File: src/rtl/imm_irq_pkg.sv
package imm_irq_pkg;
  // control bit positions inside an entry word
  localparam int unsigned EN_BIT     = 0;
  localparam int unsigned BYP_PORT   = 1;
  localparam int unsigned BYP_SIZE   = 2;
  localparam int unsigned BYP_FLAGS  = 3;
  localparam int unsigned CTRL_BITS  = 4;
endpackage

File: src/rtl/imm_irq_cfg.sv
module imm_irq_cfg #(
  parameter int unsigned NUM_ENTRIES = 8,
  parameter int unsigned ENTRY_W     = 40,
  parameter int unsigned PRIO_W      = 3,
  parameter int unsigned ADDR_W      = 4
) (
  input  logic                                clk_i,
  input  logic                                rst_ni,
  input  logic                                we_i,
  input  logic [ADDR_W-1:0]                   addr_i,
  input  logic [ENTRY_W-1:0]                  wdata_i,
  output logic [NUM_ENTRIES-1:0][ENTRY_W-1:0] entry_o,
  output logic                                vlan_en_o,
  output logic [PRIO_W-1:0]                   vlan_thr_o
);
  localparam logic [ADDR_W-1:0] VLAN_ADDR = ADDR_W'(NUM_ENTRIES);

  for (genvar g = 0; g < NUM_ENTRIES; g++) begin : g_ent
    always_ff @(posedge clk_i or negedge rst_ni) begin
      if (!rst_ni)                                 entry_o[g] <= '0;
      else if (we_i && addr_i == ADDR_W'(g))       entry_o[g] <= wdata_i;
    end


    wr_entry_chk: assert property (@(posedge clk_i) disable iff (!rst_ni)
      (we_i && addr_i == ADDR_W'(g)) |=> (entry_o[g] == $past(wdata_i)));
  end

  always_ff @(posedge clk_i or negedge rst_ni) begin
    if (!rst_ni) begin
      vlan_en_o  <= 1'b0;
      vlan_thr_o <= '0;
    end else if (we_i && addr_i == VLAN_ADDR) begin
      vlan_en_o  <= wdata_i[0];
      vlan_thr_o <= wdata_i[PRIO_W:1];
    end
  end


  wr_vlan_chk: assert property (@(posedge clk_i) disable iff (!rst_ni)
    (we_i && addr_i == VLAN_ADDR) |=> (vlan_thr_o == $past(wdata_i[PRIO_W:1])));
endmodule

File: src/rtl/imm_irq_entry.sv
module imm_irq_entry
  import imm_irq_pkg::*;
#(
  parameter int unsigned PORT_W  = 16,
  parameter int unsigned LEN_W   = 14,
  parameter int unsigned FLAG_W  = 6,
  localparam int unsigned ENTRY_W = CTRL_BITS + FLAG_W + PORT_W + LEN_W
) (
  input  logic [ENTRY_W-1:0] cfg_i,
  input  logic [PORT_W-1:0]  dport_i,
  input  logic [LEN_W-1:0]   len_i,
  input  logic [FLAG_W-1:0]  flags_i,
  output logic               hit_o
);
  localparam int unsigned MASK_LO = CTRL_BITS;
  localparam int unsigned PORT_LO = MASK_LO + FLAG_W;
  localparam int unsigned SIZE_LO = PORT_LO + PORT_W;

  logic [FLAG_W-1:0] mask;
  logic [PORT_W-1:0] port;
  logic [LEN_W-1:0]  size_thr;
  logic              port_ok, size_ok, flag_ok;

  assign mask     = cfg_i[MASK_LO +: FLAG_W];
  assign port     = cfg_i[PORT_LO +: PORT_W];
  assign size_thr = cfg_i[SIZE_LO +: LEN_W];

  assign port_ok = cfg_i[BYP_PORT]  || (dport_i == port);
  assign size_ok = cfg_i[BYP_SIZE]  || (len_i < size_thr);
  assign flag_ok = cfg_i[BYP_FLAGS] || (|(flags_i & mask));

  assign hit_o = cfg_i[EN_BIT] && port_ok && size_ok && flag_ok;
endmodule

File: src/rtl/imm_irq_vlan.sv
module imm_irq_vlan #(
  parameter int unsigned PRIO_W = 3
) (
  input  logic              en_i,
  input  logic              tagged_i,
  input  logic [PRIO_W-1:0] prio_i,
  input  logic [PRIO_W-1:0] thr_i,
  output logic              hit_o
);
  assign hit_o = en_i && tagged_i && (prio_i >= thr_i);
endmodule

File: src/rtl/imm_irq_filter.sv
module imm_irq_filter
  import imm_irq_pkg::*;
#(
  parameter int unsigned NUM_ENTRIES = 8,
  parameter int unsigned PORT_W      = 16,
  parameter int unsigned LEN_W       = 14,
  parameter int unsigned FLAG_W      = 6,
  parameter int unsigned PRIO_W      = 3,
  localparam int unsigned ENTRY_W    = CTRL_BITS + FLAG_W + PORT_W + LEN_W,
  localparam int unsigned ADDR_W     = $clog2(NUM_ENTRIES + 1)
) (
  input  logic               clk_i,
  input  logic               rst_ni,
  input  logic               cfg_we_i,
  input  logic [ADDR_W-1:0]  cfg_addr_i,
  input  logic [ENTRY_W-1:0] cfg_wdata_i,
  input  logic               pkt_valid_i,
  input  logic               pkt_tcp_i,
  input  logic [PORT_W-1:0]  pkt_dport_i,
  input  logic [LEN_W-1:0]   pkt_len_i,
  input  logic [FLAG_W-1:0]  pkt_flags_i,
  input  logic               pkt_vlan_i,
  input  logic [PRIO_W-1:0]  pkt_prio_i,
  input  logic               pkt_drop_i,
  input  logic               pkt_err_i,
  output logic               irq_o,
  output logic               mod_clr_o
);
  logic [NUM_ENTRIES-1:0][ENTRY_W-1:0] entry_q;
  logic                                vlan_en_q;
  logic [PRIO_W-1:0]                   vlan_thr_q;
  logic [NUM_ENTRIES-1:0]              entry_hit;
  logic                                vlan_hit, port_hit, fire_d, fire_q;

  imm_irq_cfg #(
    .NUM_ENTRIES(NUM_ENTRIES),
    .ENTRY_W    (ENTRY_W),
    .PRIO_W     (PRIO_W),
    .ADDR_W     (ADDR_W)
  ) i_cfg (
    .clk_i     (clk_i),
    .rst_ni    (rst_ni),
    .we_i      (cfg_we_i),
    .addr_i    (cfg_addr_i),
    .wdata_i   (cfg_wdata_i),
    .entry_o   (entry_q),
    .vlan_en_o (vlan_en_q),
    .vlan_thr_o(vlan_thr_q)
  );

  for (genvar g = 0; g < NUM_ENTRIES; g++) begin : g_flt
    imm_irq_entry #(
      .PORT_W(PORT_W),
      .LEN_W (LEN_W),
      .FLAG_W(FLAG_W)
    ) i_entry (
      .cfg_i  (entry_q[g]),
      .dport_i(pkt_dport_i),
      .len_i  (pkt_len_i),
      .flags_i(pkt_flags_i),
      .hit_o  (entry_hit[g])
    );
  end

  imm_irq_vlan #(.PRIO_W(PRIO_W)) i_vlan (
    .en_i    (vlan_en_q),
    .tagged_i(pkt_vlan_i),
    .prio_i  (pkt_prio_i),
    .thr_i   (vlan_thr_q),
    .hit_o   (vlan_hit)
  );

  assign port_hit = pkt_tcp_i && (|entry_hit);
  assign fire_d   = pkt_valid_i && !pkt_drop_i && !pkt_err_i && (port_hit || vlan_hit);

  // config registers update on the same edge, so this packet sees the old table
  always_ff @(posedge clk_i or negedge rst_ni) begin
    if (!rst_ni) fire_q <= 1'b0;
    else         fire_q <= fire_d;
  end

  assign irq_o     = fire_q;
  assign mod_clr_o = fire_q;


  no_idle_fire_chk: assert property (@(posedge clk_i) disable iff (!rst_ni)
    !pkt_valid_i |=> !irq_o);


  no_bad_pkt_fire_chk: assert property (@(posedge clk_i) disable iff (!rst_ni)
    (pkt_valid_i && (pkt_drop_i || pkt_err_i)) |=> !irq_o);


  vlan_fire_chk: assert property (@(posedge clk_i) disable iff (!rst_ni)
    (pkt_valid_i && !pkt_drop_i && !pkt_err_i && vlan_en_q && pkt_vlan_i &&
     pkt_prio_i >= vlan_thr_q) |=> (irq_o && mod_clr_o));


  non_tcp_chk: assert property (@(posedge clk_i) disable iff (!rst_ni)
    (pkt_valid_i && !pkt_tcp_i && !(vlan_en_q && pkt_vlan_i)) |=> !irq_o);


  any_entry_chk: assert property (@(posedge clk_i) disable iff (!rst_ni)
    (pkt_valid_i && pkt_tcp_i && !pkt_drop_i && !pkt_err_i && (|entry_hit)) |=> irq_o);
endmodule

File: config.mk
export PLATFORM = sky130hd
export DESIGN_NAME = imm_irq_filter
export DESIGN_NICKNAME = d
export VERILOG_FILES = /design/src/rtl/imm_irq_pkg.sv /design/src/rtl/imm_irq_cfg.sv /design/src/rtl/imm_irq_entry.sv /design/src/rtl/imm_irq_vlan.sv /design/src/rtl/imm_irq_filter.sv
export SDC_FILE = /design/constraint.sdc
export NUM_CORES = 1
export LEC_CHECK = 0
export BUFFER_PORTS_ARGS = -buffer_cell sky130_fd_sc_hd__clkbuf_2
export CELL_PAD_IN_SITES_DETAIL_PLACEMENT = 0
export CELL_PAD_IN_SITES_GLOBAL_PLACEMENT = 1
export CORE_ASPECT_RATIO = 2
export CORE_MARGIN = 8
export CORE_UTILIZATION = 50
export CTS_BUF_LIST = sky130_fd_sc_hd__clkbuf_8 sky130_fd_sc_hd__clkbuf_16
export CTS_CLUSTER_DIAMETER = 200
export DETAILED_ROUTE_END_ITERATION = 12
export HOLD_SLACK_MARGIN = 0.05
export MAX_ROUTING_LAYER = met4
export PLACE_DENSITY_LB_ADDON = 0.1
export SLEW_MARGIN = 10
export SYNTH_ARGS = -nofsm -noshare
export SYNTH_HDL_FRONTEND = slang
export SYNTH_SLANG_ARGS = --single-unit
File: constraint.sdc
create_clock -name clk_i -period 2.62 [get_ports clk_i]
set_clock_uncertainty 0.05 [all_clocks]
set_input_delay 0.131 -clock clk_i [delete_from_list [all_inputs] [get_ports clk_i]]
set_output_delay 0.131 -clock clk_i [all_outputs]
set_load 0.01 [all_outputs]
==> out/metrics.cfg <==
[run_status]
status=completed

[placed_design]
pre_cts_ws_ns=0.118
port_buffers=92
dpl.hpwl_um=29000
gp_congestion=0.862
place_area_sq_um=17500

[synth]
synth_warnings=0
synth-edff-count=0
synthDistinctLibCells=45
synth_seq_cells=325
postSynthCellCount=1364
ys.flop_type=dfrtp_1
yosysTopAreaCell=dfrtp_1
synth_top_area_share_pct=49.7
synth.area.top_cells=dfrtp_1, mux2_2, ha_1
avgSynthCellArea_sq_um=12.0
synthesis.area_sq_um=16400
ys_seq_area_share_pct=49.7
syn_nets=1562
ys_async_sr_fraction_pct=100

[die]
die-area_sq_um=39200
fp.dieW_um=144
rows=94
core-area_sq_um=32600
start_util_pct=50.3
io_pins=93
die_h_um=272

[setup_path]
critPathCaptureType=flip-flop
crit_path_start=i_cfg.entry_o[33]
crit_required_ns=3.07
crit_buf_inv=2
crit_end=irq_o
critical_path_class=flip-flop to flip-flop
crit_cells=11
r2r-start=i_cfg.entry_o[33]
r2r_slack_ns=0.27
cp.arrival_ns=2.80
slowest_delay_ns=0.46
slowest_stage=a2111oi_1
cp_max_fo=2
cp_cell_sequence=inv_1 > ha_1 > a21o_1 > nand3_1 > a21oi_1 > a2111oi_1 > buf_4 > a21oi_2 > o2111ai_1 > nor3_1 > o22ai_1
cp-start-kind=flip-flop
r2r_cells=11
crit_family=compound AO/OA/AOI/OAI gates
r2r-end=irq_o

[clocking]
insertion_delay_ns=0.59
cts_buffer_depth=3
clock_sinks=325
cts-root-buf=clkbuf_16
cts_max_level=1
cts_made_buffers=30
clk_pin_slew_worst_paths_ns=0.07
tritoncts=done

[timing]
max_freq_mhz=426
setup_viol=0
report.final.slew_viol_count=0
finalCritPeriodShare_pct=89.7
rsz0062_at_grt=no
slew_headroom_pct=54.5
period_minus_slack_ns=2.35
fin_ws_ns=0.271
hold_viol=0
tns_ns=0
worstMarginPinSlew_ns=0.683

[finish]
multi_input_area_sq_um=7580
antenna_cells=0
fill_cells=2730
post-route-cell-area_sq_um=19000
nNetsFinal=1697
drive_gt1_share_pct=23.7
syn_to_final_growth_pct=15.9
register_area_sq_um=8130

[drt]
via_count=10700
wl_um=41500
wire_per_inst_um=21.2
avgViaCountPerCell=5.48
drtAntennaViolNets=0
drt_iter0_markers=518
post-route-drc-count=0
first_pass_iters=5

[worst_hold_path]
min_path_type=input port to asynchronous set/reset pin

[power]
power.density_nw_per_um2=783
p_leak_nw=8.50
power_mw=14.9
peakVddDrop_v=0.000679

[grt]
grt_pass1_vias=11700
overflow=0
antenna_found_initial=0
grtUsageTotal_pct=22.9
grt_pass1_wl_um=66800
grt_max_degree=71

[run]
cap_violations=0

==> power by group <==
group / leakage [nW] / total (mW) / internal, mW / switching (mW)
Combinational: 3.99 / 3.44 / 1.74 / 1.69
Sequential: 3.97 / 6.81 / 6.19 / 0.619
Clock: 0.531 / 4.62 / 2.64 / 1.98
Total: 8.50 / 14.9 / 10.6 / 4.29
==> routing by layer <==
| layer | global-route usage [%] | share of wire (%) |
|---|---|---|
| met1 | 28.4 | 43 |
| met2 | 37.9 | 50 |
| met3 | 2.75 | 3.8 |
| met4 | 7.57 | 3.1 |
| met5 | - | 0 |
==> worst register-to-register path, cell delays in order (launching register included) <==
cell,delay [ns]
dfrtp_1,0.34
inv_1,0.04
ha_1,0.29
a21o_1,0.16
nand3_1,0.07
a21oi_1,0.09
a2111oi_1,0.46
buf_4,0.19
a21oi_2,0.05
o2111ai_1,0.25
nor3_1,0.10
o22ai_1,0.18
==> sequential cells by signal, indices dropped and copies added (netlist names) <==
signal and count:
i_cfg.vlan_en_o 1, i_cfg.vlan_thr_o 3, irq_o 1, i_cfg.entry_o 320
==> per-stage QoR <==
| step | std cells | utilization [%] | hold slack, ns |
|---|---|---|---|
| after floorplan | 1364 | - | -0.215 |
| after global placement | 1850 | 53.6 | 0.0891 |
| after detailed placement | 1850 | 53.6 | 0.0987 |
| after CTS | 1955 | 58.3 | 0.0662 |
| after global routing | 1955 | 58.3 | 0.101 |
| final | 1955 | 58.3 | 0.0543 |
==> cell families (layout without fill, tap and decap cells) <==
family / after synthesis / in the layout / synth area share [%]
flops: 325 / 325 / 49.7
mux: 271 / 271 / 18.6
compound gates: 180 / 180 / 6.85
simple gates: 180 / 180 / 5.61
buf+inv: 173 / 332 / 4.23
xor+xnor: 128 / 128 / 6.84
fa+ha+maj: 107 / 107 / 8.17
==> cells in the mapped netlist, drive strengths merged (3+ instances only) <==
master and count:
a222oi 8, nor3 4, o211ai 6, nor4 8, nor3b 5, nand4 46
mux2 271, o21ai 72, a211oi 11, clkbuf 21, a21o 7, a21oi 38
nand3 14, xnor2 128, buf 41, ha 107, nand3b 3, a2111oi 5
and4 3, dfrtp 325, nor2 19, o21a 4, inv 111, a22oi 8
o22ai 3, o221ai 4, a31oi 4, nand2 65, o2111ai 4, nand2b 8
==> worst min-delay path by stage <==
stage	startpoint	end	slack, ns
5_1_grt	rst_ni	i_cfg.entry_o[257]	0.10
6_report	rst_ni	i_cfg.entry_o[257]	0.05
4_1_cts	rst_ni	i_cfg.entry_o[257]	0.07
3_5_place_dp	rst_ni	i_cfg.entry_o[257]	0.1
2_1_floorplan	rst_ni	i_cfg.entry_o[0]	-0.21
3_3_place_gp	rst_ni	i_cfg.entry_o[257]	0.09
==> timing repair <==
item / CTS / global route
buffers inserted: 0 / 0
hold endpoints to repair: 624 / 0
resized for setup: 0 / 1
setup endpoints to repair: 0 / 1
hold buffers: 49 / 0
==> area by class of cell <==
type	instances	area share [%]
Tap cell	432	2.85
Timing Repair Buffer	165	6.73
Clock inverter	21	1.18
Sequential cell	325	42.8
Inverter	111	2.19
Clock buffer	35	4.32
Multi-Input combinational cell	866	39.9
==> cells in the final DEF (no fill, tap or decap), types with 13 or more instances in the layout <==
cell and n:
ha_1 107, nor2_1 18, nand4_1 46, nand2_1 64
dfrtp_1 325, dlygate4sd3_1 49, inv_1 112, clkbuf_16 30
mux2_2 180, nand3_1 14, clkbuf_2 91, xnor2_1 128
mux2_1 91, clkinv_2 13, o21ai_0 63, a21oi_1 37
buf_4 13
Power figures use the tool's default switching activity.
